`config.mk`:
```
export PLATFORM = sky130hd
export DESIGN_NAME = bias_cal_seq
export DESIGN_NICKNAME = d
export VERILOG_FILES = /design/src/rtl/bcal_pkg.sv /design/src/rtl/bcal_sync.sv /design/src/rtl/bcal_settle_timer.sv /design/src/rtl/bcal_trim_counter.sv /design/src/rtl/bias_cal_seq.sv
export SDC_FILE = /design/constraint.sdc
export NUM_CORES = 1
export LEC_CHECK = 0
export BUFFER_PORTS_ARGS = -buffer_cell sky130_fd_sc_hd__buf_2
export CAP_MARGIN = 15
export CELL_PAD_IN_SITES_DETAIL_PLACEMENT = 1
export CELL_PAD_IN_SITES_GLOBAL_PLACEMENT = 1
export CORE_MARGIN = 5
export CORE_UTILIZATION = 43
export CTS_BUF_LIST = sky130_fd_sc_hd__clkbuf_8
export CTS_CLUSTER_DIAMETER = 30
export CTS_CLUSTER_SIZE = 30
export DETAILED_ROUTE_END_ITERATION = 8
export PLACE_DENSITY = 0.88
export REMOVE_ABC_BUFFERS = 1
export SLEW_MARGIN = 20
export SYNTH_ARGS = -nofsm -noshare
export SYNTH_HDL_FRONTEND = slang
export SYNTH_SLANG_ARGS = --single-unit
```
`constraint.sdc`:
```
create_clock -name clk -period 2 [get_ports clk]
set_input_delay 0.3 -clock clk [delete_from_list [all_inputs] [get_ports clk]]
set_output_delay 0.3 -clock clk [all_outputs]
set_load 0.02 [all_outputs]
```
`src/rtl/bcal_pkg.sv`:
```
package bcal_pkg;
  typedef enum logic [2:0] {
    ST_IDLE,
    ST_WAIT_REF,
    ST_SETTLE,
    ST_SAMPLE,
    ST_DONE
  } bcal_state_e;
endpackage

```
`src/rtl/bcal_sync.sv`:
```
module bcal_sync #(
  parameter int STAGES = 2
) (
  input  logic clk,
  input  logic rst_n,
  input  logic d_i,
  output logic q_o
);
  logic [STAGES-1:0] chain_q;

  generate
    for (genvar s = 0; s < STAGES; s++) begin : g_stage
      if (s == 0) begin : g_first
        always_ff @(posedge clk or negedge rst_n) begin
          if (!rst_n) chain_q[0] <= 1'b0;
          else        chain_q[0] <= d_i;
        end
      end else begin : g_next
        always_ff @(posedge clk or negedge rst_n) begin
          if (!rst_n) chain_q[s] <= 1'b0;
          else        chain_q[s] <= chain_q[s-1];
        end
      end
    end
  endgenerate

  assign q_o = chain_q[STAGES-1];
endmodule

```
`src/rtl/bcal_settle_timer.sv`:
```
module bcal_settle_timer #(
  parameter int CYCLES = 32
) (
  input  logic clk,
  input  logic rst_n,
  input  logic run_i,
  output logic expired_o
);
  localparam int CNT_W = (CYCLES > 1) ? $clog2(CYCLES) : 1;
  localparam logic [CNT_W-1:0] LAST = CNT_W'(CYCLES - 1);

  logic [CNT_W-1:0] cnt_q;

  always_ff @(posedge clk or negedge rst_n) begin
    if (!rst_n)              cnt_q <= '0;
    else if (!run_i)         cnt_q <= '0;
    else if (cnt_q != LAST)  cnt_q <= cnt_q + 1'b1;
  end

  assign expired_o = run_i && (cnt_q == LAST);

  AST_TIMER_BOUND: assert property (@(posedge clk) disable iff (!rst_n)
    cnt_q <= LAST);
  AST_TIMER_RESTART: assert property (@(posedge clk) disable iff (!rst_n)
    !run_i |=> (cnt_q == '0));
endmodule

```
`src/rtl/bcal_trim_counter.sv`:
```
module bcal_trim_counter #(
  parameter int W = 3
) (
  input  logic         clk,
  input  logic         rst_n,
  input  logic         clr_i,
  input  logic         inc_i,
  output logic [W-1:0] code_o,
  output logic         at_max_o
);
  localparam logic [W-1:0] TOP = {W{1'b1}};

  logic [W-1:0] code_q;

  always_ff @(posedge clk or negedge rst_n) begin
    if (!rst_n)                     code_q <= '0;
    else if (clr_i)                 code_q <= '0;
    else if (inc_i && code_q != TOP) code_q <= code_q + 1'b1;
  end

  assign code_o   = code_q;
  assign at_max_o = (code_q == TOP);

  AST_CODE_STEP: assert property (@(posedge clk) disable iff (!rst_n)
    (!clr_i && (code_q != $past(code_q))) |-> (code_q == $past(code_q) + 1'b1));
  AST_NO_WRAP: assert property (@(posedge clk) disable iff (!rst_n)
    (at_max_o && !clr_i) |=> at_max_o);
endmodule

```
`src/rtl/bias_cal_seq.sv`:
```
module bias_cal_seq #(
  parameter int CODE_W      = 3,
  parameter int SETTLE_CYC  = 32,
  parameter int SYNC_STAGES = 2
) (
  input  logic              clk,
  input  logic              rst_n,
  input  logic              start_i,
  input  logic              ref_ready_i,
  input  logic              cmp_above_i,
  output logic [CODE_W-1:0] trim_code_o,
  output logic              ref_en_o,
  output logic              cmp_en_o,
  output logic              busy_o,
  output logic              done_o,
  output logic              sat_o
);
  import bcal_pkg::*;

  bcal_state_e state_q, state_d;
  logic cmp_sync, tmr_expired, at_max;
  logic code_clr, code_inc, sat_q;
  logic [CODE_W-1:0] code;

  bcal_sync #(.STAGES(SYNC_STAGES)) u_sync (
    .clk(clk), .rst_n(rst_n), .d_i(cmp_above_i), .q_o(cmp_sync)
  );

  bcal_settle_timer #(.CYCLES(SETTLE_CYC)) u_timer (
    .clk(clk), .rst_n(rst_n), .run_i(state_q == ST_SETTLE), .expired_o(tmr_expired)
  );

  bcal_trim_counter #(.W(CODE_W)) u_code (
    .clk(clk), .rst_n(rst_n), .clr_i(code_clr), .inc_i(code_inc),
    .code_o(code), .at_max_o(at_max)
  );

  always_comb begin
    state_d = state_q;
    unique case (state_q)
      ST_IDLE:     if (start_i)     state_d = ST_WAIT_REF;
      ST_WAIT_REF: if (ref_ready_i) state_d = ST_SETTLE;
      ST_SETTLE:   if (tmr_expired) state_d = ST_SAMPLE;
      ST_SAMPLE:   state_d = (cmp_sync || at_max) ? ST_DONE : ST_SETTLE;
      ST_DONE:     state_d = ST_DONE;
      default:     state_d = ST_IDLE;
    endcase
  end

  assign code_clr = (state_q == ST_IDLE) && start_i;
  assign code_inc = (state_q == ST_SAMPLE) && !cmp_sync && !at_max;

  always_ff @(posedge clk or negedge rst_n) begin
    if (!rst_n) begin
      state_q <= ST_IDLE;
      sat_q   <= 1'b0;
    end else begin
      state_q <= state_d;
      if (state_q == ST_SAMPLE && !cmp_sync && at_max) sat_q <= 1'b1;
    end
  end

  assign busy_o      = (state_q == ST_WAIT_REF) || (state_q == ST_SETTLE) || (state_q == ST_SAMPLE);
  assign ref_en_o    = busy_o;
  assign cmp_en_o    = busy_o;
  assign done_o      = (state_q == ST_DONE);
  assign sat_o       = sat_q;
  assign trim_code_o = code;

  AST_BUSY_DONE_EXCL: assert property (@(posedge clk) disable iff (!rst_n)
    !(busy_o && done_o));
  AST_DONE_STICKY: assert property (@(posedge clk) disable iff (!rst_n)
    done_o |=> done_o);
  AST_CODE_FROZEN: assert property (@(posedge clk) disable iff (!rst_n)
    (done_o && $past(done_o)) |-> $stable(trim_code_o));
  AST_HELPERS_OFF: assert property (@(posedge clk) disable iff (!rst_n)
    done_o |-> (!ref_en_o && !cmp_en_o));
  AST_ZERO_BEFORE_READY: assert property (@(posedge clk) disable iff (!rst_n)
    (state_q == ST_WAIT_REF) |-> (trim_code_o == '0));
  AST_SAT_AT_TOP: assert property (@(posedge clk) disable iff (!rst_n)
    sat_o |-> (trim_code_o == {CODE_W{1'b1}}));
  AST_START_ACCEPT: assert property (@(posedge clk) disable iff (!rst_n)
    (state_q == ST_IDLE && start_i) |=> (busy_o && trim_code_o == '0));
endmodule

```
==> flow_results.xml, run 1 <==
<?xml version="1.0" encoding="UTF-8"?>
<metrics>
  <group name="sta">
    <metric name="max-slew-margin-rel" unit="%">79.20</metric>
    <metric name="final.setup.tns" unit="ns">0</metric>
    <metric name="fin_skew" unit="ns">0.002056</metric>
    <metric name="final-hold-violation-count" unit="">0</metric>
    <metric name="rsz_0062_raised_after_global_routing" unit="">false</metric>
    <metric name="timing.final.max_slew_violations" unit="">0</metric>
    <metric name="fin_crit" unit="ns">1.683</metric>
    <metric name="finalSetupViolCount" unit="">0</metric>
    <metric name="max_freq" unit="MHz">594.2</metric>
    <metric name="fin_hold_ws" unit="ns">0.1562</metric>
    <metric name="min_period_over_period" unit="%">84.14</metric>
    <metric name="layout_setup_ws" unit="ns">0.3171</metric>
    <metric name="tightest_slew" unit="ns">0.3120</metric>
  </group>
  <group name="cells_and_area">
    <metric name="fin_area" unit="um2">789.5</metric>
    <metric name="layout_commonest_cell" unit="">sky130_fd_sc_hd__dfrtp_1</metric>
    <metric name="filler_cell_count" unit="">163</metric>
    <metric name="fin_nets" unit="">85</metric>
    <metric name="final_cell_mix" unit="">sky130_fd_sc_hd__dfrtp_1 (14), sky130_fd_sc_hd__buf_2 (12), sky130_fd_sc_hd__nor2_1 (10)</metric>
    <metric name="drive_above_1_share" unit="%">24.00</metric>
    <metric name="area.growth.synth_to_final" unit="%">17.07</metric>
    <metric name="antenna_cells_inserted" unit="">0</metric>
  </group>
  <group name="global_routing">
    <metric name="grt.total_usage" unit="%">14.01</metric>
    <metric name="total_gr_overflow" unit="">0</metric>
    <metric name="vias_in_the_first_global_route" unit="">572</metric>
    <metric name="wire_length_of_the_first_global_routing_pass" unit="um">2635</metric>
    <metric name="pin_count_of_the_biggest_net_entering_global_routing" unit="">15</metric>
    <metric name="number_of_antenna_violations_at_the_first_check_in_global_routing" unit="">0</metric>
  </group>
  <group name="placement">
    <metric name="dpl_worst_slack" unit="ns">0.3244</metric>
    <metric name="gp_congestion" unit="">0.6590</metric>
    <metric name="placement.io_buffers" unit="">12</metric>
    <metric name="placedInstanceArea" unit="um2">724.4</metric>
    <metric name="hpwlAfterDp" unit="um">1219</metric>
  </group>
  <group name="synth">
    <metric name="basic_gate_share_of_the_synthesized_area_counting_and_or_nand_and_nor_cells" unit="%">18.74</metric>
    <metric name="postSynthAreaPerCell" unit="um2">10.88</metric>
    <metric name="synth_area" unit="um2">674.4</metric>
    <metric name="synth_cell_types" unit="">25</metric>
    <metric name="synth_adder_area_share" unit="%">7.421</metric>
    <metric name="synth_top_cells_by_area" unit="">sky130_fd_sc_hd__dfrtp_1 (52%), sky130_fd_sc_hd__ha_1 (7.4%), sky130_fd_sc_hd__nor2_1 (5.6%)</metric>
    <metric name="number_of_standard_cells_after_synthesis" unit="">62</metric>
    <metric name="synth_top_cell_area_share" unit="%">51.95</metric>
    <metric name="synth_seq_area_share" unit="%">51.95</metric>
    <metric name="ys_seq_elements" unit="">14</metric>
    <metric name="muxShareOfSynthArea" unit="%">4.453</metric>
    <metric name="synth_top_family_by_area" unit="">simple AND/OR/NAND/NOR gates</metric>
    <metric name="synth-compound-area-share" unit="%">7.978</metric>
    <metric name="synth.yosys.warnings" unit="">0</metric>
    <metric name="synth_area_leader_cell" unit="">sky130_fd_sc_hd__dfrtp_1</metric>
    <metric name="xor_and_xnor_area_share_after_synthesis" unit="%">3.896</metric>
  </group>
  <group name="critical_path">
    <metric name="path_max_fanout" unit="">4</metric>
    <metric name="cp.required" unit="ns">2.13</metric>
    <metric name="cp_data_arrival_time" unit="ns">1.82</metric>
    <metric name="worst-r2r-cell-count" unit="">5</metric>
    <metric name="critical-path-slowest-cell" unit="">sky130_fd_sc_hd__dfrtp_1</metric>
    <metric name="critical_path_class" unit="">reg -&gt; reg</metric>
    <metric name="cp_top_family" unit="">adder cells</metric>
    <metric name="path_common_cell" unit="">sky130_fd_sc_hd__ha_1</metric>
    <metric name="worst_setup_path_start_kind" unit="">flip-flop</metric>
    <metric name="worstPathBufferInverterCount" unit="">1</metric>
    <metric name="reg2reg_setup_slack" unit="ns">0.32</metric>
    <metric name="cells_traversed_along_the_worst_timing_path" unit="">ha_1, ha_1, nor2_1, inv_1, a311oi_1</metric>
    <metric name="end_of_the_worst_register_to_register_path" unit="">state_q[1]</metric>
    <metric name="timing.critical_path.slowest_cell_delay" unit="ns">0.42</metric>
    <metric name="crit_path_end_kind" unit="">flip-flop</metric>
    <metric name="regToRegStartpoint" unit="">u_code.code_o[0]</metric>
  </group>
  <group name="drt">
    <metric name="remaining_drc_errors" unit="">0</metric>
    <metric name="postRouteAntennaNets" unit="">0</metric>
    <metric name="vias_per_cell" unit="">5.593</metric>
    <metric name="dr.pass1.iters" unit="">4</metric>
    <metric name="route.vias.total" unit="">509</metric>
    <metric name="drt_wl_total" unit="um">1568</metric>
    <metric name="wl_per_cell" unit="um">17.23</metric>
    <metric name="drt-initial-drc-count" unit="">8</metric>
  </group>
  <group name="floorplan">
    <metric name="die_height" unit="um">49.60</metric>
    <metric name="die-area" unit="mm2">0.002460</metric>
    <metric name="design.core.area" unit="mm2">0.001489</metric>
    <metric name="pin_count" unit="">13</metric>
    <metric name="rows" unit="">14</metric>
    <metric name="start_util" unit="%">45.29</metric>
    <metric name="floorplan.die.width" unit="um">49.60</metric>
  </group>
  <group name="clock_network">
    <metric name="cts-buffers-inserted" unit="">3</metric>
    <metric name="ctsResizeCount" unit="">0</metric>
    <metric name="clkTransAtPathRegs" unit="ns">0.06</metric>
    <metric name="clock_path_buffers" unit="">2</metric>
    <metric name="clock-root-buffer" unit="">sky130_fd_sc_hd__clkbuf_8</metric>
    <metric name="clock_insertion_delay_worst_skew" unit="ns">0.25</metric>
    <metric name="hold_buffer_count_at_cts" unit="">1</metric>
    <metric name="cts_htree_levels" unit="">1</metric>
    <metric name="cts_setup_buffers" unit="">0</metric>
    <metric name="cts_tree" unit="">done</metric>
    <metric name="cts.sink_count" unit="">14</metric>
  </group>
  <group name="hold_path">
    <metric name="whs_endpoint" unit="">u_sync.chain_q[0]</metric>
    <metric name="startpoint_of_the_tightest_hold_check_path" unit="">cmp_above_i</metric>
    <metric name="timing.hold.worst_path_depth" unit="">1</metric>
    <metric name="timing.hold.worst.class" unit="">in -&gt; reg</metric>
  </group>
  <group name="power">
    <metric name="vdd_drop_max" unit="V">0.0008456</metric>
    <metric name="power.density_cell_area" unit="mW/mm2">1418</metric>
    <metric name="leakage" unit="nW">0.4207</metric>
  </group>
  <group name="flow_run">
    <metric name="max_cap_violations" unit="">0</metric>
  </group>
  <group name="outcome">
    <metric name="status" unit="">completed</metric>
  </group>
</metrics>
## worst max-delay path by stage
stage | to | from | slack [ns] | depth (start not counted)
finish | state_q[1] | u_code.code_o[0] | 0.32 | 5
CTS | state_q[1] | u_code.code_o[0] | 0.28 | 5
global placement | u_timer.cnt_q[3] | u_timer.cnt_q[0] | 0.44 | 6
floorplan | busy_o | state_q[0] | 0.44 | 2
global route | state_q[1] | u_code.code_o[0] | 0.22 | 5
detailed placement | state_q[1] | u_code.code_o[0] | 0.32 | 5
## where the power goes
part / switching (W) / leakage, nW / internal (W)
Sequential: 0.0000935 / 0.185 / 0.000350
Clock: 0.000105 / 0.0288 / 0.000175
Combinational: 0.000247 / 0.207 / 0.000149
## cell usage after synthesis (all sizes together)
cell and instances:
xnor2 1, a31o 1, nor2b 1, dfrtp 14
mux2i 3, and3b 1, inv 2, ha 4
a21oi 2, clkbuf 1, or4b 1, and2 2
and3 1, a211o 1, xor2 2, nand3b 1
nand3 2, nand4b 1, nor2 10, nand2 4
a311oi 1, a21o 1, o21ai 2, buf 3
## metrics by stage
stage | total power, W | cells | util (%)
floorplan | 0.0006853 | 58 | -
global placement | 0.0008046 | 86 | 48.66
detailed placement | 0.0008444 | 86 | 48.66
CTS | 0.001127 | 91 | 53.03
global route | 0.001184 | 91 | 53.03
finish | 0.001119 | 91 | 53.03
## per-layer routing
metal | global-route usage [%] | up-vias | routed length, um | part of all wire (%)
met5 | 0 | - | 0 | 0
met1 | 16.38 | 255 | 630 | 40
li1 | - | 235 | - | -
met2 | 23.31 | 15 | 830 | 53
met4 | 6.550 | 0 | 36 | 2.3
met3 | 3.916 | 4 | 70 | 4.5
## final cells by class
class	instances	area [um2]	share of cell area (%)
clock buffer	4	55.05	6.973
inverter	2	7.507	0.9509
multi-input combinational	42	286.5	36.29
sequential	14	350.3	44.37
tap	16	20.02	2.536
timing repair buffer	13	70.07	8.875
## cells by family (layout without fill, tap and decap cells)
logic type / Yosys count / in the layout
simple gates: 24 / 24
flops: 14 / 14
compound gates: 8 / 8
buf+inv: 6 / 19
fa+ha+maj: 4 / 4
xor+xnor: 3 / 3
mux: 3 / 3
## sequential cells by signal, indices dropped and copies added, names as in the netlist
name	count
u_sync.q_o	1
u_timer.cnt_q	5
u_sync.chain_q	1
sat_o	1
state_q	3
u_code.code_o	3
(Power assumes the default switching activity.)
==> inputs of run 2 (changes only) <==
--- a/config.mk
+++ b/config.mk
@@ -5,17 +5,19 @@
 export SDC_FILE = /design/constraint.sdc
 export NUM_CORES = 1
 export LEC_CHECK = 0
+export ABC_AREA = 1
 export BUFFER_PORTS_ARGS = -buffer_cell sky130_fd_sc_hd__buf_2
 export CAP_MARGIN = 15
 export CELL_PAD_IN_SITES_DETAIL_PLACEMENT = 1
 export CELL_PAD_IN_SITES_GLOBAL_PLACEMENT = 1
+export CORE_ASPECT_RATIO = 1.4
 export CORE_MARGIN = 5
-export CORE_UTILIZATION = 43
+export CORE_UTILIZATION = 37
 export CTS_BUF_LIST = sky130_fd_sc_hd__clkbuf_8
 export CTS_CLUSTER_DIAMETER = 30
 export CTS_CLUSTER_SIZE = 30
 export DETAILED_ROUTE_END_ITERATION = 8
-export PLACE_DENSITY = 0.88
+export PLACE_DENSITY = 0.84
 export REMOVE_ABC_BUFFERS = 1
 export SLEW_MARGIN = 20
 export SYNTH_ARGS = -nofsm -noshare
==> constraint.sdc (replaced) <==
create_clock -name clk -period 1.4 [get_ports clk]
set_input_delay 0.21 -clock clk [delete_from_list [all_inputs] [get_ports clk]]
set_output_delay 0.21 -clock clk [all_outputs]
set_load 0.02 [all_outputs]
==> run 2 against run 1 <==
Compared with the run above: the flow now finishes with violations (setup timing); flip-flop and latch count is the same; non-clock buffer count is 14 higher; die area grew 18%; global-route usage grew 4.2 points; final area rose by 28%; largest cell class is now multi-input gates; register-to-register slack got worse by 0.38 ns; utilization is 3.0 points higher; combinational power rose to 3.1 times the previous value; sequential power is 41% higher; clock skew hardly changed; fmax grew 15%; clock power is 16% higher.
==> flow_results.xml, run 2 <==
<?xml version="1.0" encoding="UTF-8"?>
<metrics>
  <group name="critical_path">
    <metric name="path_max_fanout" unit="">3</metric>
    <metric name="critical-path-slowest-cell" unit="">sky130_fd_sc_hd__dfrtp_1</metric>
    <metric name="worst_setup_path_startpoint" unit="">u_timer.cnt_q[0]</metric>
    <metric name="timing.critical_path.slowest_cell_delay" unit="ns">0.36</metric>
    <metric name="cp_top_family" unit="">adder cells</metric>
    <metric name="cp_data_arrival_time" unit="ns">1.58</metric>
    <metric name="crit_path_end_kind" unit="">flip-flop</metric>
    <metric name="regToRegStartpoint" unit="">u_timer.cnt_q[0]</metric>
    <metric name="worst_setup_path_start_kind" unit="">flip-flop</metric>
    <metric name="cells_traversed_along_the_worst_timing_path" unit="">ha_2, inv_2, nor3_2, ha_2, inv_2, buf_4, a21oi_2, nor3_1</metric>
    <metric name="cp.required" unit="ns">1.52</metric>
    <metric name="worstPathBufferInverterCount" unit="">3</metric>
    <metric name="critical_path_class" unit="">reg -&gt; reg</metric>
  </group>
  <group name="drt">
    <metric name="routed.top_layer" unit="">met4</metric>
    <metric name="postRouteAntennaNets" unit="">0</metric>
    <metric name="route.vias.total" unit="">672</metric>
    <metric name="drt_wl_total" unit="um">2338</metric>
    <metric name="drt-initial-drc-count" unit="">18</metric>
    <metric name="dr.pass1.iters" unit="">4</metric>
    <metric name="met3WireLength" unit="um">42</metric>
    <metric name="met2WireLength" unit="um">1331</metric>
    <metric name="wl_per_cell" unit="um">17.71</metric>
    <metric name="vias_per_cell" unit="">5.091</metric>
    <metric name="remaining_drc_errors" unit="">0</metric>
    <metric name="routedLengthMet1" unit="um">957</metric>
  </group>
  <group name="cells_and_area">
    <metric name="seqCellArea" unit="um2">352.8</metric>
    <metric name="filler_cell_count" unit="">222</metric>
    <metric name="multi_input_area" unit="um2">361.6</metric>
    <metric name="drive_above_1_share" unit="%">47.32</metric>
    <metric name="post-route-util" unit="%">56.04</metric>
    <metric name="antenna_cells_inserted" unit="">0</metric>
    <metric name="final_cell_mix" unit="">sky130_fd_sc_hd__nand2_1 (17), sky130_fd_sc_hd__buf_4 (17), sky130_fd_sc_hd__dfrtp_1 (12)</metric>
    <metric name="largest_register_by_flop_count" unit="">u_timer.cnt_q</metric>
    <metric name="area.growth.synth_to_final" unit="%">42.33</metric>
    <metric name="fin_nets" unit="">123</metric>
    <metric name="largest_register_ffs" unit="">5</metric>
  </group>
  <group name="sta">
    <metric name="max_freq" unit="MHz">682.4</metric>
    <metric name="rsz_0062_raised_after_global_routing" unit="">true</metric>
    <metric name="fin_crit" unit="ns">1.465</metric>
    <metric name="max-slew-margin-rel" unit="%">78.24</metric>
    <metric name="final-hold-violation-count" unit="">0</metric>
    <metric name="timing.final.max_slew_violations" unit="">0</metric>
    <metric name="finalSetupViolCount" unit="">7</metric>
    <metric name="fin_skew" unit="ns">0.002495</metric>
    <metric name="final.setup.tns" unit="ns">-0.2876</metric>
    <metric name="min_period_over_period" unit="%">104.7</metric>
    <metric name="tightest_slew" unit="ns">0.3264</metric>
    <metric name="layout_setup_ws" unit="ns">-0.06546</metric>
  </group>
  <group name="synth">
    <metric name="synth_top_cells_by_area" unit="">sky130_fd_sc_hd__dfrtp_1 (49%), sky130_fd_sc_hd__nand2_1 (10%), sky130_fd_sc_hd__ha_1 (7.1%)</metric>
    <metric name="postSynthAreaPerCell" unit="um2">8.446</metric>
    <metric name="yosys.cell_count.top_type" unit="">sky130_fd_sc_hd__nand2_1</metric>
    <metric name="synth_edf_count" unit="">0</metric>
    <metric name="synth_area" unit="um2">709.4</metric>
    <metric name="synth_seq_area_share" unit="%">49.38</metric>
    <metric name="synth-main-ff-cell" unit="">sky130_fd_sc_hd__dfrtp_1</metric>
    <metric name="async_reset_ff_share" unit="%">100.0</metric>
    <metric name="ys_seq_elements" unit="">14</metric>
    <metric name="synth_cell_types" unit="">18</metric>
    <metric name="synth_area_leader_cell" unit="">sky130_fd_sc_hd__dfrtp_1</metric>
    <metric name="synth_top_cell_area_share" unit="%">49.38</metric>
    <metric name="number_of_standard_cells_after_synthesis" unit="">84</metric>
    <metric name="synth.yosys.warnings" unit="">0</metric>
    <metric name="yosys-top-cells-count" unit="">sky130_fd_sc_hd__nand2_1 (19), sky130_fd_sc_hd__dfrtp_1 (14), sky130_fd_sc_hd__inv_1 (11)</metric>
  </group>
  <group name="outcome">
    <metric name="status" unit="">complete, but fails checks</metric>
    <metric name="violations_in_the_final_reports" unit="">setup timing</metric>
  </group>
  <group name="clock_network">
    <metric name="cts.sink_count" unit="">14</metric>
    <metric name="clkTransAtPathRegs" unit="ns">0.06</metric>
    <metric name="cts-buffers-inserted" unit="">3</metric>
    <metric name="clock_path_buffers" unit="">2</metric>
    <metric name="cts_htree_levels" unit="">1</metric>
    <metric name="clock-root-buffer" unit="">sky130_fd_sc_hd__clkbuf_8</metric>
    <metric name="clock_insertion_delay_worst_skew" unit="ns">0.24</metric>
    <metric name="cts_tree" unit="">done</metric>
  </group>
  <group name="global_routing">
    <metric name="vias_in_the_first_global_route" unit="">751</metric>
    <metric name="grt.total_usage" unit="%">18.21</metric>
    <metric name="number_of_antenna_violations_at_the_first_check_in_global_routing" unit="">0</metric>
    <metric name="total_gr_overflow" unit="">0</metric>
    <metric name="pin_count_of_the_biggest_net_entering_global_routing" unit="">15</metric>
    <metric name="wire_length_of_the_first_global_routing_pass" unit="um">3581</metric>
  </group>
  <group name="floorplan">
    <metric name="floorplan.die.width" unit="um">47.01</metric>
    <metric name="die-area" unit="mm2">0.002905</metric>
    <metric name="die_height" unit="um">61.81</metric>
    <metric name="pin_count" unit="">13</metric>
    <metric name="start_util" unit="%">39.37</metric>
    <metric name="design.core.area" unit="mm2">0.001802</metric>
    <metric name="rows" unit="">18</metric>
  </group>
  <group name="placement">
    <metric name="placement.io_buffers" unit="">12</metric>
    <metric name="gp_congestion" unit="">0.7132</metric>
    <metric name="hpwlAfterDp" unit="um">1358</metric>
  </group>
  <group name="power">
    <metric name="power.density_cell_area" unit="mW/mm2">2174</metric>
    <metric name="vdd_drop_max" unit="V">0.0009933</metric>
    <metric name="leakage" unit="nW">0.5037</metric>
  </group>
  <group name="flow_run">
    <metric name="max_cap_violations" unit="">0</metric>
  </group>
  <group name="hold_path">
    <metric name="timing.hold.worst.class" unit="">in -&gt; reg</metric>
    <metric name="startpoint_of_the_tightest_hold_check_path" unit="">cmp_above_i</metric>
  </group>
</metrics>
==> run 2: cell types whose count changed after synthesis, sizes merged, moves of 2 or more <==
cell,change
mux2i,-2
nand3,+3
o21ai,+2
nor2,+3
xor2,-2
nand2,+17
nor3,+4
inv,+9
==> run 2: worst paths after layout <==
path / to / slack [ns] / depth (start not counted)
max in group asynchronous: state_q[2] / 0.74 / 2
max: u_timer.cnt_q[2] / -0.07 / 8
max reg2reg: u_timer.cnt_q[2] / -0.07 / 8
min: u_sync.chain_q[0] / 0.07 / 1
min reg2reg: u_sync.q_o / 0.38 / 0
min in group asynchronous: u_code.code_o[0] / 0.40 / 2
==> run 2: routing by layer <==
layer  up-vias  track usage [%]
li1        318                -
met1       345            19.86
met2         7            33.40
met3         2            2.594
met4         0            8.696
met5         -                0
==> run 2: layout make-up <==
cell class / count / share of cell area (%)
inverters: 12 / 4.585
flip-flops and latches: 14 / 34.94
well taps: 20 / 2.478
repair buffers: 27 / 18.09
multi-input cells: 56 / 35.81
clock buffers: 3 / 4.089
==> run 2: power by group <==
part	leakage, nW	total (W)	switching [W]	internal [W]
clock network	0.0216	0.000326	0.000136	0.000190
registers	0.180	0.000624	0.000107	0.000517
logic	0.302	0.00124	0.000737	0.000508
==> run 2: kinds of logic (layout without fill, tap and decap cells) <==
| kind of cell | after synthesis | in the layout | share of synthesized area, % |
|---|---|---|---|
| mux | 1 | 1 | 1.411 |
| simple gates | 45 | 45 | 28.92 |
| compound gates | 6 | 6 | 4.585 |
| fa+ha+maj | 4 | 4 | 7.055 |
| flops | 14 | 14 | 49.38 |
| buf+inv | 14 | 42 | 8.641 |
==> run 2: worst reg2reg max path: stages, from the launching register on <==
cell                      delay (ns)
sky130_fd_sc_hd__dfrtp_1        0.36
sky130_fd_sc_hd__ha_2           0.20
sky130_fd_sc_hd__inv_2          0.05
sky130_fd_sc_hd__nor3_2         0.11
sky130_fd_sc_hd__ha_2           0.23
sky130_fd_sc_hd__inv_2          0.07
sky130_fd_sc_hd__buf_4          0.14
sky130_fd_sc_hd__a21oi_2        0.12
sky130_fd_sc_hd__nor3_1         0.08
==> run 2: what timing repair did <==
item,CTS,global route
setup buffers,3,4
hold buffers,1,0
resized for setup,15,11
pin swaps,4,3
endpoints found under the setup margin,11,11
hold endpoints to repair,14,0
==> run 2: per-stage QoR <==
step | hold WS [ns] | std cells | setup WS (ns) | total power (W) | area (um2)
final | 0.07343 | 132 | -0.06546 | 0.002195 | 1010
after global routing | 0.07562 | 132 | -0.1189 | 0.002332 | 1010
after CTS | 0.06284 | 128 | -0.01279 | 0.001981 | 945.9
after detailed placement | 0.1305 | 121 | -0.1535 | 0.001534 | 832.0
after global placement | 0.1259 | 121 | -0.07429 | 0.001483 | 832.0
after floorplan | -0.08559 | 82 | -0.04069 | 0.001178 | 694.4
==> inputs of run 3 (changes only) <==
--- a/config.mk
+++ b/config.mk
@@ -17,7 +17,9 @@
 export CTS_CLUSTER_DIAMETER = 30
 export CTS_CLUSTER_SIZE = 30
 export DETAILED_ROUTE_END_ITERATION = 8
+export GPL_ROUTABILITY_DRIVEN = 0
 export PLACE_DENSITY = 0.84
+export RECOVER_POWER = 100
 export REMOVE_ABC_BUFFERS = 1
 export SLEW_MARGIN = 20
 export SYNTH_ARGS = -nofsm -noshare
==> run 3 against run 2 <==
Compared with the run above: utilization is 1.1 points lower; fmax increased by 0.75%; the flow still finishes with violations (setup timing); critical path type unchanged; die area did not move; routed wire length shrank 0.30%; largest cell class is now flip-flops and latches.
==> flow_results.xml, run 3 (synthesis results as in run 2) <==
<?xml version="1.0" encoding="UTF-8"?>
<metrics>
  <group name="drt">
    <metric name="wl_per_cell" unit="um">17.66</metric>
    <metric name="remaining_drc_errors" unit="">0</metric>
    <metric name="dr.pass1.iters" unit="">4</metric>
    <metric name="drt-initial-drc-count" unit="">12</metric>
    <metric name="vias_per_cell" unit="">5.061</metric>
    <metric name="route.vias.total" unit="">668</metric>
    <metric name="drt_wl_total" unit="um">2331</metric>
    <metric name="postRouteAntennaNets" unit="">0</metric>
  </group>
  <group name="flow_run">
    <metric name="max_cap_violations" unit="">0</metric>
  </group>
  <group name="global_routing">
    <metric name="vias_in_the_first_global_route" unit="">751</metric>
    <metric name="number_of_antenna_violations_at_the_first_check_in_global_routing" unit="">0</metric>
    <metric name="wire_length_of_the_first_global_routing_pass" unit="um">3581</metric>
    <metric name="grt.total_usage" unit="%">18.21</metric>
    <metric name="pin_count_of_the_biggest_net_entering_global_routing" unit="">15</metric>
    <metric name="total_gr_overflow" unit="">0</metric>
  </group>
  <group name="clock_network">
    <metric name="cts.sink_count" unit="">14</metric>
    <metric name="cts-buffers-inserted" unit="">3</metric>
    <metric name="cts_tree" unit="">done</metric>
    <metric name="clock_insertion_delay_worst_skew" unit="ns">0.24</metric>
    <metric name="cts_htree_levels" unit="">1</metric>
    <metric name="clkTransAtPathRegs" unit="ns">0.06</metric>
    <metric name="clock_path_buffers" unit="">2</metric>
    <metric name="clock-root-buffer" unit="">sky130_fd_sc_hd__clkbuf_8</metric>
  </group>
  <group name="critical_path">
    <metric name="timing.critical_path.slowest_cell_delay" unit="ns">0.38</metric>
    <metric name="cp.required" unit="ns">1.54</metric>
    <metric name="worst_setup_path_start_kind" unit="">flip-flop</metric>
    <metric name="crit_path_end_kind" unit="">flip-flop</metric>
    <metric name="worstPathBufferInverterCount" unit="">3</metric>
    <metric name="cp_data_arrival_time" unit="ns">1.59</metric>
    <metric name="cells_traversed_along_the_worst_timing_path" unit="">ha_2, inv_2, nor3_2, ha_2, inv_2, buf_4, a21oi_2, nor3_1</metric>
    <metric name="critical-path-slowest-cell" unit="">sky130_fd_sc_hd__dfrtp_1</metric>
    <metric name="critical_path_class" unit="">reg -&gt; reg</metric>
    <metric name="path_max_fanout" unit="">3</metric>
    <metric name="cp_top_family" unit="">flip-flops</metric>
  </group>
  <group name="floorplan">
    <metric name="start_util" unit="%">39.37</metric>
    <metric name="die-area" unit="mm2">0.002905</metric>
    <metric name="die_height" unit="um">61.81</metric>
    <metric name="design.core.area" unit="mm2">0.001802</metric>
    <metric name="floorplan.die.width" unit="um">47.01</metric>
    <metric name="rows" unit="">18</metric>
    <metric name="pin_count" unit="">13</metric>
  </group>
  <group name="sta">
    <metric name="timing.final.max_slew_violations" unit="">0</metric>
    <metric name="finalSetupViolCount" unit="">6</metric>
    <metric name="max-slew-margin-rel" unit="%">46.64</metric>
    <metric name="fin_skew" unit="ns">0.001334</metric>
    <metric name="tightest_slew" unit="ns">0.8004</metric>
    <metric name="max_freq" unit="MHz">687.5</metric>
    <metric name="fin_crit" unit="ns">1.455</metric>
    <metric name="layout_setup_ws" unit="ns">-0.05452</metric>
    <metric name="rsz_0062_raised_after_global_routing" unit="">true</metric>
    <metric name="min_period_over_period" unit="%">103.9</metric>
    <metric name="final-hold-violation-count" unit="">0</metric>
  </group>
  <group name="cells_and_area">
    <metric name="drive_above_1_share" unit="%">41.07</metric>
    <metric name="area.growth.synth_to_final" unit="%">39.51</metric>
    <metric name="largest_register_ffs" unit="">5</metric>
    <metric name="fin_area" unit="um2">989.7</metric>
    <metric name="fin_nets" unit="">123</metric>
    <metric name="largest_register_by_flop_count" unit="">u_timer.cnt_q</metric>
    <metric name="antenna_cells_inserted" unit="">0</metric>
    <metric name="multi_input_area" unit="um2">349.1</metric>
    <metric name="final_cell_mix" unit="">sky130_fd_sc_hd__nand2_1 (17), sky130_fd_sc_hd__buf_4 (17), sky130_fd_sc_hd__dfrtp_1 (12)</metric>
    <metric name="filler_cell_count" unit="">229</metric>
    <metric name="seqCellArea" unit="um2">352.8</metric>
  </group>
  <group name="power">
    <metric name="power.density_cell_area" unit="mW/mm2">2186</metric>
    <metric name="vdd_drop_max" unit="V">0.0009873</metric>
    <metric name="leakage" unit="nW">0.4892</metric>
  </group>
  <group name="hold_path">
    <metric name="timing.hold.worst.class" unit="">in -&gt; reg</metric>
  </group>
  <group name="placement">
    <metric name="placedInstanceArea" unit="um2">832.0</metric>
    <metric name="placement.io_buffers" unit="">12</metric>
    <metric name="dpl_worst_slack" unit="ns">-0.1535</metric>
    <metric name="hpwlAfterDp" unit="um">1358</metric>
  </group>
  <group name="outcome">
    <metric name="violations_in_the_final_reports" unit="">setup timing</metric>
    <metric name="status" unit="">complete, but fails checks</metric>
  </group>
</metrics>
## run 3: per-layer routing
metal	up-vias	share of wire, %	GRT usage (%)
met1	335	41	19.86
met4	0	0.34	8.696
met3	2	2.7	2.594
met5	-	0	0
li1	318	-	-
met2	13	56	33.40
## run 3: power by group
group	switching [W]	internal, W
Sequential	0.0000984	0.000517
Combinational	0.000734	0.000488
Clock	0.000136	0.000190
Total	0.000968	0.00120
## run 3: what timing repair did
action,in CTS,in global routing
hold buffers,1,0
endpoints found under the hold margin,14,0
endpoints found under the setup margin,11,11
resized for setup,15,11
buffers inserted,3,4
pin swaps,4,3
## run 3: final timing paths
check	slack, ns	end	from	depth (start not counted)
worst max register to register	-0.05	u_timer.cnt_q[2]	u_timer.cnt_q[1]	8
worst max-delay path	-0.05	u_timer.cnt_q[2]	u_timer.cnt_q[1]	8
max in group asynchronous	0.28	state_q[2]	rst_n	2
worst min-delay path	0.07	u_sync.chain_q[0]	cmp_above_i	1
worst min register to register	0.38	u_sync.q_o	u_sync.chain_q[0]	0
min in group asynchronous	0.57	u_timer.cnt_q[0]	rst_n	2
## run 3: cell type report
type / instances / share of cell area, %
clock buffer: 3 / 4.172
tap: 20 / 2.528
inverter: 12 / 4.551
timing repair buffer: 27 / 17.83
multi-input combinational: 56 / 35.27
sequential: 14 / 35.65
## run 3: worst register-to-register path, cell delays in order (launching register included)
cell and delay, ns:
sky130_fd_sc_hd__dfrtp_1 0.38, sky130_fd_sc_hd__ha_2 0.20, sky130_fd_sc_hd__inv_2 0.06, sky130_fd_sc_hd__nor3_2 0.04, sky130_fd_sc_hd__ha_2 0.18, sky130_fd_sc_hd__inv_2 0.10, sky130_fd_sc_hd__buf_4 0.12, sky130_fd_sc_hd__a21oi_2 0.05
sky130_fd_sc_hd__nor3_1 0.22
## run 3: per-stage QoR
step | utilization, % | hold WS, ns | instances | TNS (ns) | power, W
finish | 54.93 | 0.07201 | 132 | -0.2237 | 0.002164
global route | 54.93 | 0.07562 | 132 | -0.7021 | 0.002302
CTS | 52.50 | 0.06284 | 128 | -0.03606 | 0.001981
detailed placement | 46.18 | 0.1305 | 121 | -0.8880 | 0.001534
global placement | 46.18 | 0.1259 | 121 | -0.3044 | 0.001483
floorplan | - | -0.08559 | 82 | -0.1363 | 0.001178
